<file path="config.mk">
export PLATFORM = sky130hd
export DESIGN_NAME = i2c_byte_master
export DESIGN_NICKNAME = d
export VERILOG_FILES = /design/src/rtl/i2c_pkg.sv /design/src/rtl/i2c_rate_gen.sv /design/src/rtl/i2c_seq.sv /design/src/rtl/i2c_byte_master.sv
export SDC_FILE = /design/constraint.sdc
export NUM_CORES = 1
export LEC_CHECK = 0
export BUFFER_PORTS_ARGS = -buffer_cell sky130_fd_sc_hd__buf_2
export CAP_MARGIN = 20
export CORE_MARGIN = 4
export CORE_UTILIZATION = 50
export DETAILED_ROUTE_END_ITERATION = 10
export PLACE_DENSITY = 0.75
export SYNTH_ARGS = -nofsm -noshare
export SYNTH_HDL_FRONTEND = slang
export SYNTH_SLANG_ARGS = --single-unit
</file>
<file path="constraint.sdc">
create_clock -name clk -period 3.3 [get_ports clk]
set_clock_uncertainty 0.1 [all_clocks]
set_input_delay 0 -clock clk [delete_from_list [all_inputs] [get_ports clk]]
set_output_delay 0 -clock clk [all_outputs]
set_load 0.1 [all_outputs]
</file>
<file path="src/rtl/i2c_pkg.sv">
package i2c_pkg;
  typedef enum logic [3:0] {
    S_IDLE, S_RS0, S_STA, S_STB, S_STC, S_LO, S_HI, S_SPA, S_SPB, S_SPC
  } seq_state_t;

  localparam logic [7:0] ST_START   = 8'h08;
  localparam logic [7:0] ST_RSTART  = 8'h10;
  localparam logic [7:0] ST_AW_ACK  = 8'h18;
  localparam logic [7:0] ST_AW_NACK = 8'h20;
  localparam logic [7:0] ST_DT_ACK  = 8'h28;
  localparam logic [7:0] ST_DT_NACK = 8'h30;
  localparam logic [7:0] ST_AR_ACK  = 8'h40;
  localparam logic [7:0] ST_AR_NACK = 8'h48;
  localparam logic [7:0] ST_DR_ACK  = 8'h50;
  localparam logic [7:0] ST_DR_NACK = 8'h58;
  localparam logic [7:0] ST_IDLE    = 8'hF8;
endpackage

</file>
<file path="src/rtl/i2c_rate_gen.sv">
module i2c_rate_gen #(
  parameter int BR_W = 8
) (
  input  logic            clk,
  input  logic            rst,
  input  logic            run,
  input  logic [BR_W-1:0] rate_div,
  input  logic [1:0]      rate_pre,
  output logic            step_end,
  output logic            early
);
  localparam int HW = BR_W + 7;

  logic [HW-1:0] half;
  logic [HW-1:0] cnt;

  // phase length: fixed 8 plus divider scaled by 4^prescale
  assign half     = HW'(8) + (HW'(rate_div) << {rate_pre, 1'b0});
  assign step_end = run && (cnt >= half - HW'(1));
  assign early    = run && (cnt == HW'(1));

  always_ff @(posedge clk) begin
    if (rst || !run)   cnt <= '0;
    else if (step_end) cnt <= '0;
    else               cnt <= cnt + HW'(1);
  end
endmodule

</file>
<file path="src/rtl/i2c_seq.sv">
module i2c_seq
  import i2c_pkg::*;
(
  input  logic       clk,
  input  logic       rst,
  input  logic       launch,
  input  logic       c_sta,
  input  logic       c_sto,
  input  logic       c_ack,
  input  logic [7:0] tx_byte,
  input  logic       step_end,
  input  logic       early,
  input  logic       sda_in,
  output logic       run,
  output logic       busy,
  output logic       fin,
  output logic       fin_rx,
  output logic [7:0] fin_status,
  output logic [7:0] rx_byte,
  output logic       scl_pull,
  output logic       sda_pull
);
  seq_state_t state;
  logic       owned, addr_next, rd_mode, cur_addr, cur_tx, cur_rs, ack_en;
  logic [7:0] sh;
  logic [3:0] bitn;
  logic       sda_lvl;
  logic [7:0] byte_code;

  assign run     = (state != S_IDLE);
  assign busy    = run || fin;
  assign rx_byte = sh;

  // SDA level wanted during the current phase
  always_comb begin
    unique case (state)
      S_STB, S_STC, S_SPA, S_SPB: sda_lvl = 1'b1;
      S_LO: begin
        if (bitn == 4'd8) sda_lvl = cur_tx ? 1'b0 : ack_en;
        else              sda_lvl = cur_tx ? ~sh[7] : 1'b0;
      end
      S_HI:    sda_lvl = sda_pull;
      default: sda_lvl = 1'b0;
    endcase
  end

  // outcome code of a finished byte, acknowledge read from the line
  always_comb begin
    if (cur_addr)
      byte_code = rd_mode ? (!sda_in ? ST_AR_ACK : ST_AR_NACK)
                          : (!sda_in ? ST_AW_ACK : ST_AW_NACK);
    else if (cur_tx)
      byte_code = !sda_in ? ST_DT_ACK : ST_DT_NACK;
    else
      byte_code = ack_en ? ST_DR_ACK : ST_DR_NACK;
  end

  always_ff @(posedge clk) begin
    if (rst) begin
      state <= S_IDLE; owned <= 1'b0; addr_next <= 1'b0; rd_mode <= 1'b0;
      cur_addr <= 1'b0; cur_tx <= 1'b0; cur_rs <= 1'b0; ack_en <= 1'b0;
      sh <= '0; bitn <= '0; fin <= 1'b0; fin_rx <= 1'b0;
      fin_status <= ST_IDLE; scl_pull <= 1'b0; sda_pull <= 1'b0;
    end else begin
      fin    <= 1'b0;
      fin_rx <= 1'b0;
      if (state == S_IDLE) begin
        if (launch) begin
          ack_en <= c_ack;
          cur_rs <= owned;
          if (c_sta) begin
            state <= owned ? S_RS0 : S_STA;
          end else if (c_sto && owned) begin
            state <= S_SPA;
          end else if (!c_sto && owned) begin
            state     <= S_LO;
            bitn      <= '0;
            sh        <= tx_byte;
            cur_addr  <= addr_next;
            cur_tx    <= addr_next || !rd_mode;
            addr_next <= 1'b0;
            if (addr_next) rd_mode <= tx_byte[0];
          end else begin
            fin        <= 1'b1;
            fin_status <= ST_IDLE;
          end
        end
      end else begin
        if (early) sda_pull <= sda_lvl;
        if (step_end) begin
          unique case (state)
            S_RS0: begin state <= S_STA; scl_pull <= 1'b0; end
            S_STA: state <= S_STB;
            S_STB: begin state <= S_STC; scl_pull <= 1'b1; end
            S_STC: begin
              state <= S_IDLE; owned <= 1'b1; addr_next <= 1'b1; rd_mode <= 1'b0;
              fin <= 1'b1; fin_status <= cur_rs ? ST_RSTART : ST_START;
            end
            S_LO: begin state <= S_HI; scl_pull <= 1'b0; end
            S_HI: begin
              scl_pull <= 1'b1;
              if (bitn != 4'd8) begin
                sh    <= {sh[6:0], sda_in};
                bitn  <= bitn + 4'd1;
                state <= S_LO;
              end else begin
                state      <= S_IDLE;
                fin        <= 1'b1;
                fin_rx     <= !cur_tx;
                fin_status <= byte_code;
              end
            end
            S_SPA: begin state <= S_SPB; scl_pull <= 1'b0; end
            S_SPB: state <= S_SPC;
            S_SPC: begin
              state <= S_IDLE; owned <= 1'b0; addr_next <= 1'b0; rd_mode <= 1'b0;
              fin <= 1'b1; fin_status <= ST_IDLE;
            end
            default: state <= S_IDLE;
          endcase
        end
      end
    end
  end

  // SDA must not move through an SCL high phase of a byte
  assert_sda_hold_R9: assert property (@(posedge clk) disable iff (rst)
    (state == S_HI && $past(state) == S_HI) |-> $stable(sda_pull))
    else $error("SDA moved while SCL high");

  // SCL edges only at phase boundaries from the rate generator
  assert_scl_on_phase_R1: assert property (@(posedge clk) disable iff (rst)
    !$stable(scl_pull) |-> $past(step_end))
    else $error("SCL changed inside a phase");

  // SDA may only change while SCL is pulled or a START/STOP phase runs
  assert_sda_low_scl_R9: assert property (@(posedge clk) disable iff (rst)
    (!$stable(sda_pull) && !$past(scl_pull)) |->
      ($past(state) == S_STB || $past(state) == S_SPC ||
       $past(state) == S_STA || $past(state) == S_RS0))
    else $error("SDA edge with SCL released outside START/STOP");
endmodule

</file>
<file path="src/rtl/i2c_byte_master.sv">
module i2c_byte_master
  import i2c_pkg::*;
#(
  parameter int BR_W = 8
) (
  input  logic            clk,
  input  logic            rst,
  input  logic            cmd_wr,
  input  logic            cmd_go,
  input  logic            cmd_en,
  input  logic            cmd_sta,
  input  logic            cmd_sto,
  input  logic            cmd_ack,
  input  logic            data_wr,
  input  logic [7:0]      data_in,
  input  logic [BR_W-1:0] rate_div,
  input  logic [1:0]      rate_pre,
  output logic            done,
  output logic [7:0]      status,
  output logic [7:0]      data_out,
  output logic            scl_pull,
  output logic            sda_pull,
  input  logic            sda_in
);
  logic       run, busy, fin, fin_rx, step_end, early, launch;
  logic [7:0] fin_status, rx_byte, data_reg;

  assign launch   = cmd_wr && cmd_go && cmd_en && !busy;
  assign data_out = data_reg;

  i2c_rate_gen #(.BR_W(BR_W)) u_rate (
    .clk(clk), .rst(rst), .run(run), .rate_div(rate_div), .rate_pre(rate_pre),
    .step_end(step_end), .early(early)
  );

  i2c_seq u_seq (
    .clk(clk), .rst(rst), .launch(launch), .c_sta(cmd_sta), .c_sto(cmd_sto),
    .c_ack(cmd_ack), .tx_byte(data_reg), .step_end(step_end), .early(early),
    .sda_in(sda_in), .run(run), .busy(busy), .fin(fin), .fin_rx(fin_rx),
    .fin_status(fin_status), .rx_byte(rx_byte), .scl_pull(scl_pull),
    .sda_pull(sda_pull)
  );

  always_ff @(posedge clk) begin
    if (rst) begin
      done     <= 1'b0;
      status   <= ST_IDLE;
      data_reg <= '0;
    end else begin
      if (launch)   done <= 1'b0;
      else if (fin) done <= 1'b1;
      if (fin) status <= fin_status;
      if (data_wr && !busy) data_reg <= data_in;
      if (fin_rx)           data_reg <= rx_byte;
    end
  end

  assert_done_low_busy_R2: assert property (@(posedge clk) disable iff (rst)
    busy |-> !done)
    else $error("done high during an action");

  assert_status_with_done_R2: assert property (@(posedge clk) disable iff (rst)
    !$stable(status) |-> $rose(done))
    else $error("status changed without done rising");

  assert_data_hold_R13: assert property (@(posedge clk) disable iff (rst)
    ($past(busy) && !$past(fin_rx)) |-> $stable(data_reg))
    else $error("data register changed during an action");
endmodule

</file>
---- Word-level counts from Yosys, hierarchy flattened ----
Cells that the tools add are included.
operators by class
  equal/unequal tests ..................... 20
  multiply operators ...................... 0
  reductions and logical operators ........ 44
  bitwise gates (word level) .............. 6
  divide/modulo/power cells ............... 0
  shifts and indexed selects .............. 1
  add/sub/neg operators ................... 4
  magnitude comparators ................... 1
  multiplexer cells ....................... 71
operators by type and width
  cell                                                                   count
  8-bit two-way mux                                                      20
  4-bit two-way mux                                                      16
  4-bit case mux with 7 select lines                                     1
  1-bit two-way mux                                                      24
  8-bit case mux with 3 select lines                                     1
  7-bit AND reduction                                                    3
  4-bit by 3-bit == test with 1-bit output (second input constant)       4
  15-bit by 1-bit adder with 15-bit output (second input constant)       1
  4-bit by 15-bit adder with 15-bit output (first input constant)        1
  15-bit by 1-bit == test with 1-bit output (second input constant)      1
  15-bit greater-or-equal comparator                                     1
  8-bit by 3-bit << shifter with 15-bit output                           1
  15-bit by 1-bit subtractor with 15-bit output (second input constant)  1
  2-bit nonzero test                                                     7
  4-bit == test (second input constant)                                  3
  3-bit AND reduction                                                    4
  5-bit two-way mux                                                      2
  2-bit inequality test (second input constant)                          5
  4-bit by 2-bit == test with 1-bit output (second input constant)       2
  1-bit logical AND                                                      8
  4-bit inequality test (second input constant)                          2
  4-bit nonzero test                                                     2
  2-bit OR reduction                                                     4
  6-bit two-way mux                                                      1
  19 further kinds                                                       32
storage, ports and cells
  input port bits ......................... 28
  register bits ........................... 67
  word-level logic and storage cells ...... 166
  bits in writable memories ............... 0
  memory bits (read-only) ................. 0
  bits in latches ......................... 0
  memories kept ........................... 0
  output and inout bits ................... 19

---- Longest topological paths before layout ----
Gate-level depths: netlist (run 1).
  depth after elaboration ................. 7
  depth in mapped cells ................... 15
  gate-level depth less buffers ........... 13

---- Cells and area by module ----
Synthesis (run 1) repeated with hierarchy kept, for this count alone.
second synthesis, totals
  cell total of the unflattened synthesis .. 469
  area total of the unflattened synthesis .. 4025.1 um^2
by module, submodules not included
  module           cells each  instances  sequential area each (um^2)  area an instance (um^2)
  i2c_seq          227         1          640.6                        1815.5
  i2c_rate_gen     166         1          300.3                        1470.2
  i2c_byte_master  76          1          340.3                        739.5

---- Least setup slack after synthesis (run 1) ----
Ideal clock, no wire load.
  path type ............................... input to register
  from .................................... in rate_pre[1]
  to ...................................... reg u_seq.bitn[2]
  arrival time ............................ 3.157 ns
  stages on the path ...................... 14
  required time ........................... 3.084 ns
  library setup time ...................... 0.116 ns
  setup slack ............................. -0.073 ns
  path buffers ............................ 1
  cell sequence ........................... or3b_2 > ha_1 > a211oi_1 > nand3_1 > nor3_1 > a32oi_1 > ha_1 > nand4_1 > or2_2 > nand2b_1 > o21ai_0 > clkbuf_1 > a21oi_1 > a31o_2
on the way
  cells in the longest elaborated chain, start to end .. 7
ends and longest elaborated chain
  element                                        line                   text
  start: declaration                             i2c_byte_master.sv:17  input logic [1:0] rate_pre,
  8-bit by 3-bit << shifter with 15-bit output   i2c_rate_gen.sv:18     assign half = HW'(8) + (HW'(rate_div) << {rate_pre, 1'b0});
  4-bit by 15-bit adder with 15-bit output       i2c_rate_gen.sv:18
  15-bit by 1-bit subtractor with 15-bit output  i2c_rate_gen.sv:19     assign step_end = run && (cnt >= half - HW'(1));
  15-bit greater-or-equal comparator             i2c_rate_gen.sv:19
  1-bit logical AND                              i2c_rate_gen.sv:19
  2-bit nonzero test (no source line)            n/a
  7-bit AND reduction (no source line)           n/a
  end signal: assignment                         i2c_seq.sv:104         bitn <= bitn + 4'd1;
  end: declaration                               i2c_seq.sv:26          logic [3:0] bitn;
Every way passes these cells.
A chain may end at the register's enable or synchronous reset.

---- Worst setup path in the final report (run 1) ----
  from .................................... in rate_pre[0]
  to ...................................... reg u_seq.sh[0], in the netlist u_seq.rx_byte[0]
on the way
  cells in the longest elaborated chain, start to end .. 7
ends and longest elaborated chain
  element                                        line                text
  8-bit by 3-bit << shifter with 15-bit output   i2c_rate_gen.sv:18
  4-bit by 15-bit adder with 15-bit output       i2c_rate_gen.sv:18
  15-bit by 1-bit subtractor with 15-bit output  i2c_rate_gen.sv:19
  15-bit greater-or-equal comparator             i2c_rate_gen.sv:19
  1-bit logical AND                              i2c_rate_gen.sv:19
  2-bit nonzero test (no source line)            n/a
  7-bit AND reduction (no source line)           n/a
  end signal: assignment                         i2c_seq.sv:78       sh <= tx_byte;
  end signal: assignment                         i2c_seq.sv:103      sh <= {sh[6:0], sda_in};
  end: declaration                               i2c_seq.sv:25       logic [7:0] sh;
Every way passes these cells.

==> results.md, run 1 <==
Place:
- After detailed placement, the total cell area comes to 4120 um^2.
- Once placement completed, the tool counted placed cells totaling 581.
- In this run the tool buffered the top-level ports with 43 buffer cells.
- The congestion estimate from routability-driven global placement came to 0.856.
- Once detailed placement completed, the half-perimeter wirelength came to 6230 um.

Synth:
- For this run, the number of Yosys warnings is 0.
- The number of distinct standard cells referenced by the synthesized netlist is 64.
- The cell area after technology mapping is 3710 um^2.
- The fraction of registers with async set or reset after synthesis is 0.
- The number of flops mapped to enable cells by yosys is 0.
- The share of the Yosys chip area taken by registers is 0.330.
- Synthesis produced 438 cells.
- The top cell type by total area after synthesis is dfxtp_1.
- In the post-synthesis netlist, the biggest area contributors are dfxtp_1 33%, mux2i_1 9.5%, ha_1 7.4%.
- The top-area cell type share of the netlist area is 0.330.
- The synthesis-stage register bit count is 61.
- In the synthesized netlist the dominant register cell turns out to be dfxtp_1.
- The mean post-synth cell area is 8.46 um^2.

Die:
- The chip width is 94.1 um.
- The placement row count is 31.
- The overall die height is 94.1 um.
- During I/O placement, the number of pins put on the boundary was 47.
- In this run the standard cell core region covers 7210 um^2.
- The total die area is 8850 um^2.
- The initial utilization of the core area, before any placement, comes to 0.514.

Detailed routing:
- The first TritonRoute pass finished after 5 iterations.
- The final layout contains routed wiring with a total length of 8830 um.
- The number of DRC markers in iteration 0 is 172.
- The count of vias placed by the detailed router is 3,438.
- After detailed routing, the number of vias per cell comes to 5.64.
- Once detail routing completed, the nets flagged for antenna violations numbered 0.
- The DRC violation count after routing is 0.
- The average wire length per cell after detail routing is 14.5 um.

Worst setup path:
- STA classifies the critical path endpoint as a flop.
- The worst setup path is of the in -> reg kind.
- The highest net fanout along the worst path is 22.
- Data on the critical path arrives at its endpoint at 3.21 ns.
- The source of the worst register-to-register timing path is u_seq.state[1].
- STA classifies the critical path startpoint as an input port.
- Data on the critical path is required at its endpoint by 3.42 ns.
- The cell count of the worst reg-to-reg path is 5.
- The worst setup path startpoint is rate_pre[0].

Clock tree:
- CTS saw 61 sinks.
- The CTS tree is built.
- The H-tree depth is 3.
- In this run the clock root is driven by a clkbuf_8.
- In this run the deepest clock path goes through 2 buffers.
- The total CTS buffers is 9.
- Clock latency on the worst-skew pair, taken at its later pin, is 0.34 ns.
- The clock transition at the registers of the reported paths is 0.07 ns.

Timing:
- The number of failing hold endpoints at the final stage came to 0.
- Measured against its own limit, the worst slew margin works out to 0.512.
- The total count of max-transition violations in the final report is 0.
- The worst path in the final design needs a cycle of 3.09 ns, including I/O delays and setup.
- The worst-margin pin slew is 0.727 ns.
- Setup repair after global routing left no endpoint under its margin.
- The number of setup violations in the final report is 0.
- The highest achievable clock rate is 324 MHz.
- In the finished design, the share of the clock period the worst path needs comes to 0.936.
- Setup total negative slack on the finished layout was measured at 0 ns.
- Hold is met by 0.0672 ns.

Hold path:
- The startpoint identified for the worst hold timing path is rst.
- The number of instances on the worst hold path is 3.
- The class of the tightest hold or removal check is in -> reg.

Global route:
- The number of antenna violations at the first check in global routing was 0.
- The global routing usage summed across all routing layers is 0.208.
- The pin count of the biggest net entering global routing is 33.
- The number of global-route vias before repair is 3,325.
- The total congestion overflow after global routing is 0.
- The first global-routing pass estimated 15,000 um of wire.

Power and ir drop:
- The power per cell area is 364 nW/um^2.
- The static leakage is 1.81 nW.
- The worst-case vdd ir drop is 0.000268 V.

Finish:
- Relative to the synthesized area, the layout overhead comes to 19.3%.
- In the final design database the tool counted 555 nets.
- The number of standard cells in the layout, taps in and fillers out is 610.
- The final non-filler cell area is 4420 um^2.
- The layout cell share with drive strength beyond 1 is 0.208.

Flow run:
- The count of maximum capacitance violations is 0.

Run status:
- The run finished with clean final reports.
[cell type report]
class / instances / area, um^2
Fill cell: 641 / 2790
Multi-Input combinational cell: 336 / 2300
Sequential cell: 61 / 1220
Timing Repair Buffer: 81 / 538
Clock buffer: 9 / 124
Tap cell: 99 / 124
Inverter: 16 / 60.1
Clock inverter: 7 / 51.3
Antenna cell: 1 / 2.50
[what timing repair did]
item / in CTS / in global routing
endpoints found under the hold margin: 9 / 1
buffers inserted: 0 / 1
setup endpoints to repair: 0 / 24
hold buffers: 9 / 1
gates resized for setup: 0 / 2
[worst paths after layout]
path                 endpoint  slack, ns
max          u_seq.rx_byte[0]       0.21
min            u_seq.sda_pull       0.07
max reg2reg  u_seq.rx_byte[3]       0.62
min reg2reg         status[4]       0.37
[layout by cell type, fill, tap and decap left out, drive strengths merged, types with 2 or more instances in the layout]
| master | count |
|---|---|
| o211a | 2 |
| o311a | 8 |
| conb | 4 |
| nand2 | 33 |
| a32oi | 2 |
| a31oi | 2 |
| buf | 71 |
| clkinvlp | 2 |
| mux2i | 35 |
| nor3 | 11 |
| clkbuf | 9 |
| o21ai | 22 |
| inv | 16 |
| nand4 | 7 |
| nor4 | 4 |
| or3b | 4 |
| mux2 | 4 |
| nand2b | 6 |
| nor2 | 58 |
| a21oi | 28 |
| nor4b | 2 |
| dlygate4sd3 | 10 |
| and3 | 5 |
| nand3b | 2 |
| a22oi | 3 |
| a211oi | 3 |
| xor2 | 11 |
| nor2b | 4 |
| xnor2 | 13 |
| ha | 22 |
| dfxtp | 61 |
| nand3 | 15 |
| or4 | 2 |
| clkinv | 5 |
| o211ai | 3 |
[Yosys cell counts (3+ instances only)]
cell type / number
mux2_2: 4
nand2_1: 33
nor3_1: 10
buf_6: 3
a21oi_1: 28
o21ai_0: 20
o211ai_1: 3
nor2b_1: 4
and3_1: 5
nor2_1: 58
dfxtp_1: 61
xnor2_1: 13
nand4_1: 7
buf_4: 5
inv_1: 15
xor2_1: 11
nand2b_1: 6
clkbuf_1: 15
or3b_2: 3
mux2i_1: 35
ha_1: 22
nand3_1: 15
a211oi_1: 3
o311a_1: 8
a22oi_1: 3
[state kept, by name (all words and copies together), names as in the netlist, 4 cells and up]
| register | cells |
|---|---|
| u_seq.rx_byte | 8 |
| data_out | 8 |
| u_seq.fin_status | 5 |
| u_seq.state | 4 |
| status | 5 |
| u_rate.cnt | 15 |
| u_seq.bitn | 4 |
[layer usage]
metal  GRT usage  vias to the layer above  routed length (um)
met5           0                        -                   0
met4      0.0650                        0                 108
met3      0.0425                       13                 396
met2       0.351                       94                4360
met1       0.267                     1638                3970
li1            -                     1693                   -
[power breakdown]
group / switching [mW] / leakage, nW / total (mW) / internal [mW]
registers: 0.00983 / 0.493 / 0.755 / 0.745
clock network: 0.318 / 0.0856 / 0.593 / 0.274
logic: 0.169 / 1.23 / 0.265 / 0.0952
total: 0.498 / 1.81 / 1.61 / 1.11
[worst max-delay path: stages]
cell and delay, ns:
buf_2 0.11, buf_4 0.17, mux2i_1 0.21, o211ai_1 0.28, nand3_1 0.14, or3b_1 0.44
nor3b_2 0.21, xnor2_1 0.09, ha_1 0.30, nand4_1 0.09, or2_2 0.30, nand2b_1 0.15
o21ai_1 0.22, buf_12 0.19, o221ai_1 0.12, o311a_1 0.18
[per-stage QoR]
stage / util / power [mW] / setup WS (ns)
2_1_floorplan: - / 0.958 / -0.0129
6_report: 0.613 / 1.61 / 0.211
4_1_cts: 0.608 / 1.62 / 0.200
3_3_place_gp: 0.571 / 1.01 / -0.0481
5_1_grt: 0.613 / 1.69 / 0.0103
3_5_place_dp: 0.571 / 1.02 / -0.163
[cell families (layout without fill, tap and decap cells)]
logic type,Yosys count,count (layout),synth area share
other cells,2,5,0.00203
xor+xnor,24,24,0.0567
flops,61,61,0.330
mux,39,39,0.107
fa+ha+maj,22,22,0.0743
compound gates,87,87,0.156
simple gates,160,160,0.219
buf+inv,43,113,0.0554
Note: power is estimated with default switching activity, not from simulation.
==> run 2: changes to the inputs <==
==> constraint.sdc (replaced) <==
create_clock -name clk -period 3.3 [get_ports clk]
set_clock_uncertainty 0.1 [all_clocks]
set_input_delay 0.66 -clock clk [delete_from_list [all_inputs] [get_ports clk]]
set_output_delay 0.66 -clock clk [all_outputs]
set_load 0.1 [all_outputs]
==> run 2 against run 1 <==
The flow now finishes with violations (negative setup slack); maximum frequency decreased by 15%; count of clock-buffer cells in the layout unchanged; first-iteration DRC count increased by 20%; worst hold slack improved by 0.31 ns; die area unchanged; final area increased by 9.4%; highest routed layer unchanged.
==> results.md, run 2 (same netlist as run 1, synthesis figures left out) <==
Worst setup path:
- STA classifies the critical path endpoint as a flop.
- The worst setup path startpoint is rate_pre[1].
- The signal on the critical path passes through buf_8, or3b_4, ha_4, a211oi_2, nand3_1, nor3_2, a32oi_1, ha_1, nand4_1, or2_4, nand2b_4, o21ai_2, buf_12, a21oi_1, a31o_2.
- For the worst setup path, the data arrival time is 3.79 ns.
- Counting cells, the worst reg-to-reg path comes to 7.
- The kind of critical path is in -> reg.
- STA classifies the critical path startpoint as an input port.
- The critical path data required time is 3.44 ns.
- The cell at the slowest stage of the critical path is or3b_4.
- The critical path's largest stage delay is 0.41 ns.
- In this run the critical register-to-register path is launched from u_seq.state[0].
- Along the worst path, the maximum fanout reaches 22.

Power and ir drop:
- In this run the power density over the cells is 359 nW/um^2.
- The static leakage is 1.96 nW.
- Across the VDD grid, the largest voltage drop is 0.000237 V.

Timing:
- The final cycle utilization of the critical path is 1.10.
- Setup repair after global routing could not meet its margin everywhere.
- The worst pin sits at a relative slew slack of 0.601.
- At the pin with the least slew margin, the transition time is 0.597 ns.
- The final period demand of the worst path is 3.64 ns.
- The smallest setup slack after layout is -0.344 ns.
- The number of failing hold endpoints at the final stage was 0.
- The total count of max-transition violations in the final report was 0.
- The number of setup violations in the final report is 42.
- The highest achievable clock rate is 274 MHz.
- The worst hold slack after final layout is 0.373 ns.

Detailed routing:
- The via density per instance is 5.62.
- The total routed wirelength is 9770 um.
- The number of nets with antenna violations after routing is 0.
- Summing over every cut layer, the via total after detailed routing is 3,505.
- In the final routed layout, each cell accounts on average for 15.7 um.
- After detailed routing, the number of remaining DRC violations is 0.
- Before antenna repair, the detailed router went through 5 iterations.
- The number of DRC markers in iteration 0 is 206.

Clock tree:
- TritonCTS built the clock tree.
- The clock transition at the registers of the reported paths is 0.07 ns.
- The clock tree synthesis step divided the H-tree into 3 levels.
- The total CTS buffers is 9.
- Counting every sink on the clock net gives 61.
- The maximum count of clock buffers along a single path is 2.
- In this run the clock root is driven by a clkbuf_8.
- At the later pin of the worst-skew pair, clock insertion delay measures 0.35 ns.

Die:
- The core region is 7210 um^2.
- For this configuration, the core starts out at a cell density of 0.514.
- The overall die height is 94.1 um.
- Pin placement for this block handled 47 I/O pins.
- The die is 94.1 um wide.
- The die covers 8850 um^2.
- The floorplan has 31 rows.

Finish:
- The final non-filler cell area is 4840 um^2.
- The layout cell share with drive strength beyond 1 is 0.314.
- Leaving out fill and tap cells, the most frequent cell in the layout is dfxtp_1.
- At the end of the flow, the number of nets in the layout was 570.
- From synthesis to final layout, the design area changed by 30.5%.
- In the layout the commonest cells are 61 x dfxtp_1, 45 x buf_4, 43 x nor2_1, 41 x buf_2, 34 x mux2i_1.
- The register with the most flip-flops in the layout has 15 of them.
- The antenna diode instance count is 0.
- The largest register by flop count is u_rate.cnt.
- The layout has 589 filler cells.

Place:
- The post-detailed-placement half-perimeter wirelength is 6490 um.
- After detailed placement, the total cell area comes to 4310 um^2.
- At the placement stage, the worst setup path has a slack of -0.546 ns.
- The placer's final routability congestion estimate is 0.844.
- In this run the tool buffered the top-level ports with 43 buffer cells.

Global route:
- The first global-routing pass estimated 15,200 um of wire.
- The pin count of the biggest net entering global routing is 33.
- Global routing finished with a remaining overflow of 0.
- The number of global-route vias before repair is 3,374.
- In the global route stage, overall resource usage came out at 0.213.
- The number of antenna violations at the first check in global routing was 0.

Hold path:
- The number of instances on the worst hold path is 2.
- The class of the tightest hold or removal check is reg -> reg.
- The worst hold path begins at status[6].

Flow run:
- The count of maximum capacitance violations is 0.

Run status:
- The final reports fail on negative setup slack.
- The flow ran to the end, but the final reports show violations.
==> run 2: changes by cell type in the layout (fill, tap and decap cells not counted), moves of 3 or more <==
cell,delta
a21oi_1,-4
a21oi_2,+4
buf_4,+18
buf_6,+6
dlygate4sd3_1,-10
nor2_1,-15
nor2_4,+13
o21ai_0,-6
or3b_4,+3
==> run 2: critical path: cells and delay by family <==
| family | cells | cell delay [ns] |
|---|---|---|
| and+or+nand+nor | 6 | 1.39 |
| AOI/OAI and AO/OA | 5 | 0.91 |
| adders and majority gates | 2 | 0.56 |
| buffers and inverters | 2 | 0.27 |
==> run 2: cell type report <==
cell class	instances	area, um^2	share of cell area
inverter	16	60.1	0.0124
timing repair buffer	96	691	0.143
sequential	61	1220	0.252
clock buffer	9	124	0.0256
multi-input combinational	336	2540	0.526
clock inverter	7	75.1	0.0155
tap	99	124	0.0256
==> run 2: path summary, 6_finish.rpt <==
| kind | endpoint | slack (ns) |
|---|---|---|
| max | u_seq.bitn[2] | -0.34 |
| min | status[6] | 0.37 |
| max reg2reg | u_seq.bitn[2] | 0.71 |
| min reg2reg | status[6] | 0.37 |
==> run 2: report_power, final <==
part           total, mW  internal (mW)  switching (mW)
Combinational      0.307          0.121           0.185
Clock              0.674          0.350           0.324
Sequential         0.756          0.745          0.0110
Total               1.74           1.22           0.520
==> run 2: timing repair <==
item,CTS,global route
cloned,0,1
setup buffers,6,4
endpoints found under the hold margin,0,0
gates resized for setup,12,45
pin swaps,4,3
hold buffers,0,0
setup endpoints to repair,41,42
==> run 2: per-stage QoR <==
stage	TNS [ns]	power, mW	cells	utilization
after CTS	-0.731	1.72	618	0.636
after detailed placement	-18.10	1.05	596	0.597
final	-7.80	1.74	624	0.670
after global placement	-13.81	1.04	596	0.597
after global routing	-11.03	1.81	624	0.670
after floorplan	-6.07	0.963	440	-
==> run 2: routing by layer <==
layer,share of wire,track usage
met1,0.41,0.272
met5,0,0
met4,0.021,0.0517
met3,0.063,0.0521
met2,0.50,0.360
==> run 3: changes to the inputs <==
- SYNTH_HIERARCHICAL: unset -> 1
==> run 3 against run 2 <==
The run still ends with negative setup slack left; die area rose by 7.9%; sequential power is 5.4% higher; via count is 13% higher; sequential share of layout area fell by 0.44 points; worst setup slack got worse by 0.096 ns; critical path type unchanged.
==> results.md, run 3 <==
Timing:
- The worst-margin pin slew is 0.815 ns.
- The total count of max-transition violations in the final report was 0.
- The final period demand of the worst path is 3.74 ns.
- The number of failing hold endpoints at the final stage was 0.
- Measured against its own limit, the worst slew margin works out to 0.456.
- Setup repair after global routing could not meet its margin everywhere.
- The number of setup violations in the final report is 42.
- Across all setup checks in the final design, the least slack found is -0.440 ns.
- The final cycle utilization of the critical path is 1.13.
- Static timing analysis puts the maximum clock frequency at 267 MHz.

Hold path:
- Counting instances, the worst hold path has a depth of 2.
- The startpoint identified for the worst hold timing path is done.
- In this run the worst hold path is classified as reg -> reg.
- For hold timing, the worst endpoint is done.

Finish:
- The number of flip-flops under the largest register name is 15.
- Of the cells placed in the final design, the portion with a size suffix greater than 1 is 0.331.
- The top cell types in the final layout, fill and taps aside, are 64 x dfxtp_1, 54 x buf_4, 44 x buf_2, 43 x nand2_1, 34 x nor3_1.
- The final-stage net count is 608.
- Relative to the synthesized area, the layout overhead comes to 28.3%.
- The repair_antennas step left the layout with diodes totalling 0.
- The finished layout holds 664 standard cells, fillers aside.
- At the end of the flow the core is filled with cells to 0.665.
- More flip-flops sit in one register than any other, and that register is u_rate/cnt.
- The most frequent standard cell in the layout excluding fill and tap cells is dfxtp_1.

Worst setup path:
- The source of the worst register-to-register timing path is u_seq/state[3].
- Of all nets on the critical path, the largest fanout is 5.
- For the worst setup path, the data arrival time is 3.88 ns.
- The end of the worst register-to-register path is u_seq/cur_tx.
- The kind of critical path is in -> reg.
- The setup slack of the most critical reg-to-reg path is 0.49 ns.
- For the worst flop-to-flop path, the logic depth is 7.
- The critical path data required time is 3.44 ns.
- STA classifies the critical path endpoint as a flop.
- STA classifies the critical path startpoint as an input port.

Synth:
- The top-area cell type share of the netlist area is 0.318.
- The number of flops mapped to enable cells by yosys is 0.
- The fraction of registers with async set or reset after synthesis is 0.
- The library cell with the highest instance count after synthesis is dfxtp_1.
- The count of mapped cells out of synthesis is 469.
- The synthesis-stage register bit count is 64.
- In the synthesized netlist, the cells that appear most often are 64 x dfxtp_1, 46 x nand2_1, 40 x nor3_1, 23 x nand3_1.
- The number of distinct standard cells referenced by the synthesized netlist is 72.
- The number of warnings issued by yosys is 6.
- The sequential-to-total area share from yosys stat is 0.318.
- The cell area after technology mapping is 4030 um^2.
- The dominant register cell in the synthesized netlist is dfxtp_1.
- The mean post-synth cell area is 8.58 um^2.
- By area the synthesized netlist is led by dfxtp_1 32%, ha_1 6.8%, nor3_1 5.0%.
- The largest total area in the synthesized netlist belongs to dfxtp_1.

Place:
- Once detailed placement completed, the half-perimeter wirelength came to 7330 um.
- The count of buffers added on input and output ports is 46.
- At the end of routability-driven placement, the weighted congestion stood at 0.930.
- The cell count after placement is 635.

Detailed routing:
- The DRC violation count after routing is 0.
- The first routing iteration left 294 violations.
- Summing over every cut layer, the via total after detailed routing is 3,951.
- The average wire length per cell after detail routing is 16.8 um.
- The total routed wirelength is 11,200 um.
- The via density per instance is 5.95.
- The count of nets left with antenna violations once routing finished came out at 0.
- The detailed-router iteration count before antenna repair is 5.

Clock tree:
- In this run, post-CTS hold repair placed 0 buffers.
- The H-tree was split into 3 levels.
- The clock transition at the registers of the reported paths is 0.07 ns.
- The total CTS buffers is 9.
- Clock tree synthesis found a total of 64 sinks.
- At the later pin of the worst-skew pair, clock insertion delay measures 0.35 ns.
- In this run the deepest clock path goes through 2 buffers.
- The cell chosen for the clock root is clkbuf_8.
- TritonCTS built the clock tree.

Global route:
- The pin count of the biggest net entering global routing is 25.
- The first-pass GRT wire length is 17,500 um.
- The number of global-route vias before repair is 3,749.
- After global routing the overflow that remains totals 0.
- The number of antenna violations at the first check in global routing was 0.
- In the global route stage, overall resource usage came out at 0.219.

Die:
- The placement row count is 32.
- From left edge to right edge, the die measures 97.7 um.
- In this run the vertical extent of the chip is 97.7 um.
- The core area is 7770 um^2.
- Pin placement for this block handled 47 I/O pins.
- For this configuration, the core starts out at a cell density of 0.518.
- The total die area is 9550 um^2.

Power and ir drop:
- The power per cell area is 331 nW/um^2.
- The worst-case IR drop observed on VDD is 0.000213 V.
- The completed layout was analyzed and its total power is 1.71 mW.
- The static leakage is 1.98 nW.

Run status:
- The checks that failed: negative setup slack.
- The flow ran to the end, but the final reports show violations.

Flow run:
- Across the run, the number of max-cap violations was 0.
==> run 3: worst max-delay path by stage <==
stage	slack, ns	cells after the start	end	startpoint
after CTS	-0.20	18	u_seq/rx_byte[1]	rate_pre[0]
after floorplan	-0.60	20	u_seq/rx_byte[1]	rate_pre[0]
final	-0.44	17	u_seq/rx_byte[0]	rate_pre[0]
after detailed placement	-0.73	18	u_seq/rx_byte[1]	rate_pre[0]
after global placement	-0.58	17	u_seq/fin_status[3]	rate_pre[0]
after global routing	-0.64	18	u_seq/rx_byte[0]	rate_pre[0]
==> run 3: per-stage QoR <==
step                hold WS, ns  setup TNS (ns)  setup WS, ns  area, um^2
finish                    0.371          -10.14        -0.440        5160
CTS                       0.371           -3.25        -0.196        4950
detailed placement        0.356          -24.47        -0.734        4610
floorplan                 0.336          -19.35        -0.595        4120
global placement          0.358          -19.78        -0.577        4610
global route              0.391          -17.83        -0.642        5160
==> run 3: area by class of cell <==
class | count | area [um^2]
inverters | 23 | 88.8
well taps | 102 | 128
clock inverters | 4 | 22.5
multi-input cells | 353 | 2760
repair buffers | 107 | 752
clock buffers | 11 | 131
fillers | 624 | 2600
flip-flops and latches | 64 | 1280
==> run 3: where the power goes <==
part,leakage [nW],switching [mW],internal (mW)
registers,0.518,0.0102,0.786
logic,1.38,0.216,0.126
clock network,0.0789,0.305,0.265
total,1.98,0.531,1.18
==> run 3: kinds of logic (layout without fill, tap and decap cells) <==
| kind of cell | count (synthesis) | count (layout) | synth area share |
|---|---|---|---|
| AO/OA/AOI/OAI | 99 | 99 | 0.190 |
| buffers and inverters | 54 | 145 | 0.0687 |
| multiplexers | 13 | 13 | 0.0330 |
| XOR/XNOR | 23 | 23 | 0.0500 |
| adder cells (fa/ha/maj) | 22 | 22 | 0.0684 |
| AND/OR/NAND/NOR | 192 | 192 | 0.270 |
| flip-flops | 64 | 64 | 0.318 |
| other | 2 | 4 | 0.00187 |
==> run 3: worst max-delay path, cell delays in order <==
cell	delay [ns]
buf_12	0.11
buf_4	0.15
mux2i_2	0.20
a211oi_4	0.28
nand3_2	0.12
nor3b_2	0.28
a31oi_1	0.14
ha_1	0.35
nand4_2	0.11
or3_4	0.35
a31oi_4	0.15
o31a_4	0.18
inv_4	0.05
nor3_4	0.28
buf_6	0.19
nor3_1	0.06
a311oi_1	0.24
==> run 3: metal layers <==
metal  vias up  global-route usage  wire length, um
met5         -                   0                0
met4         0              0.0948              329
met3        34              0.0524              584
met2       124               0.377             5650
met1      1901               0.259             4600
li1       1892                   -                -
==> run 3: what timing repair did <==
action | in CTS | in global routing
cloned | 2 | 0
buffers inserted | 6 | 6
endpoints found under the setup margin | 42 | 42
pin swaps | 12 | 13
gates resized for setup | 27 | 30
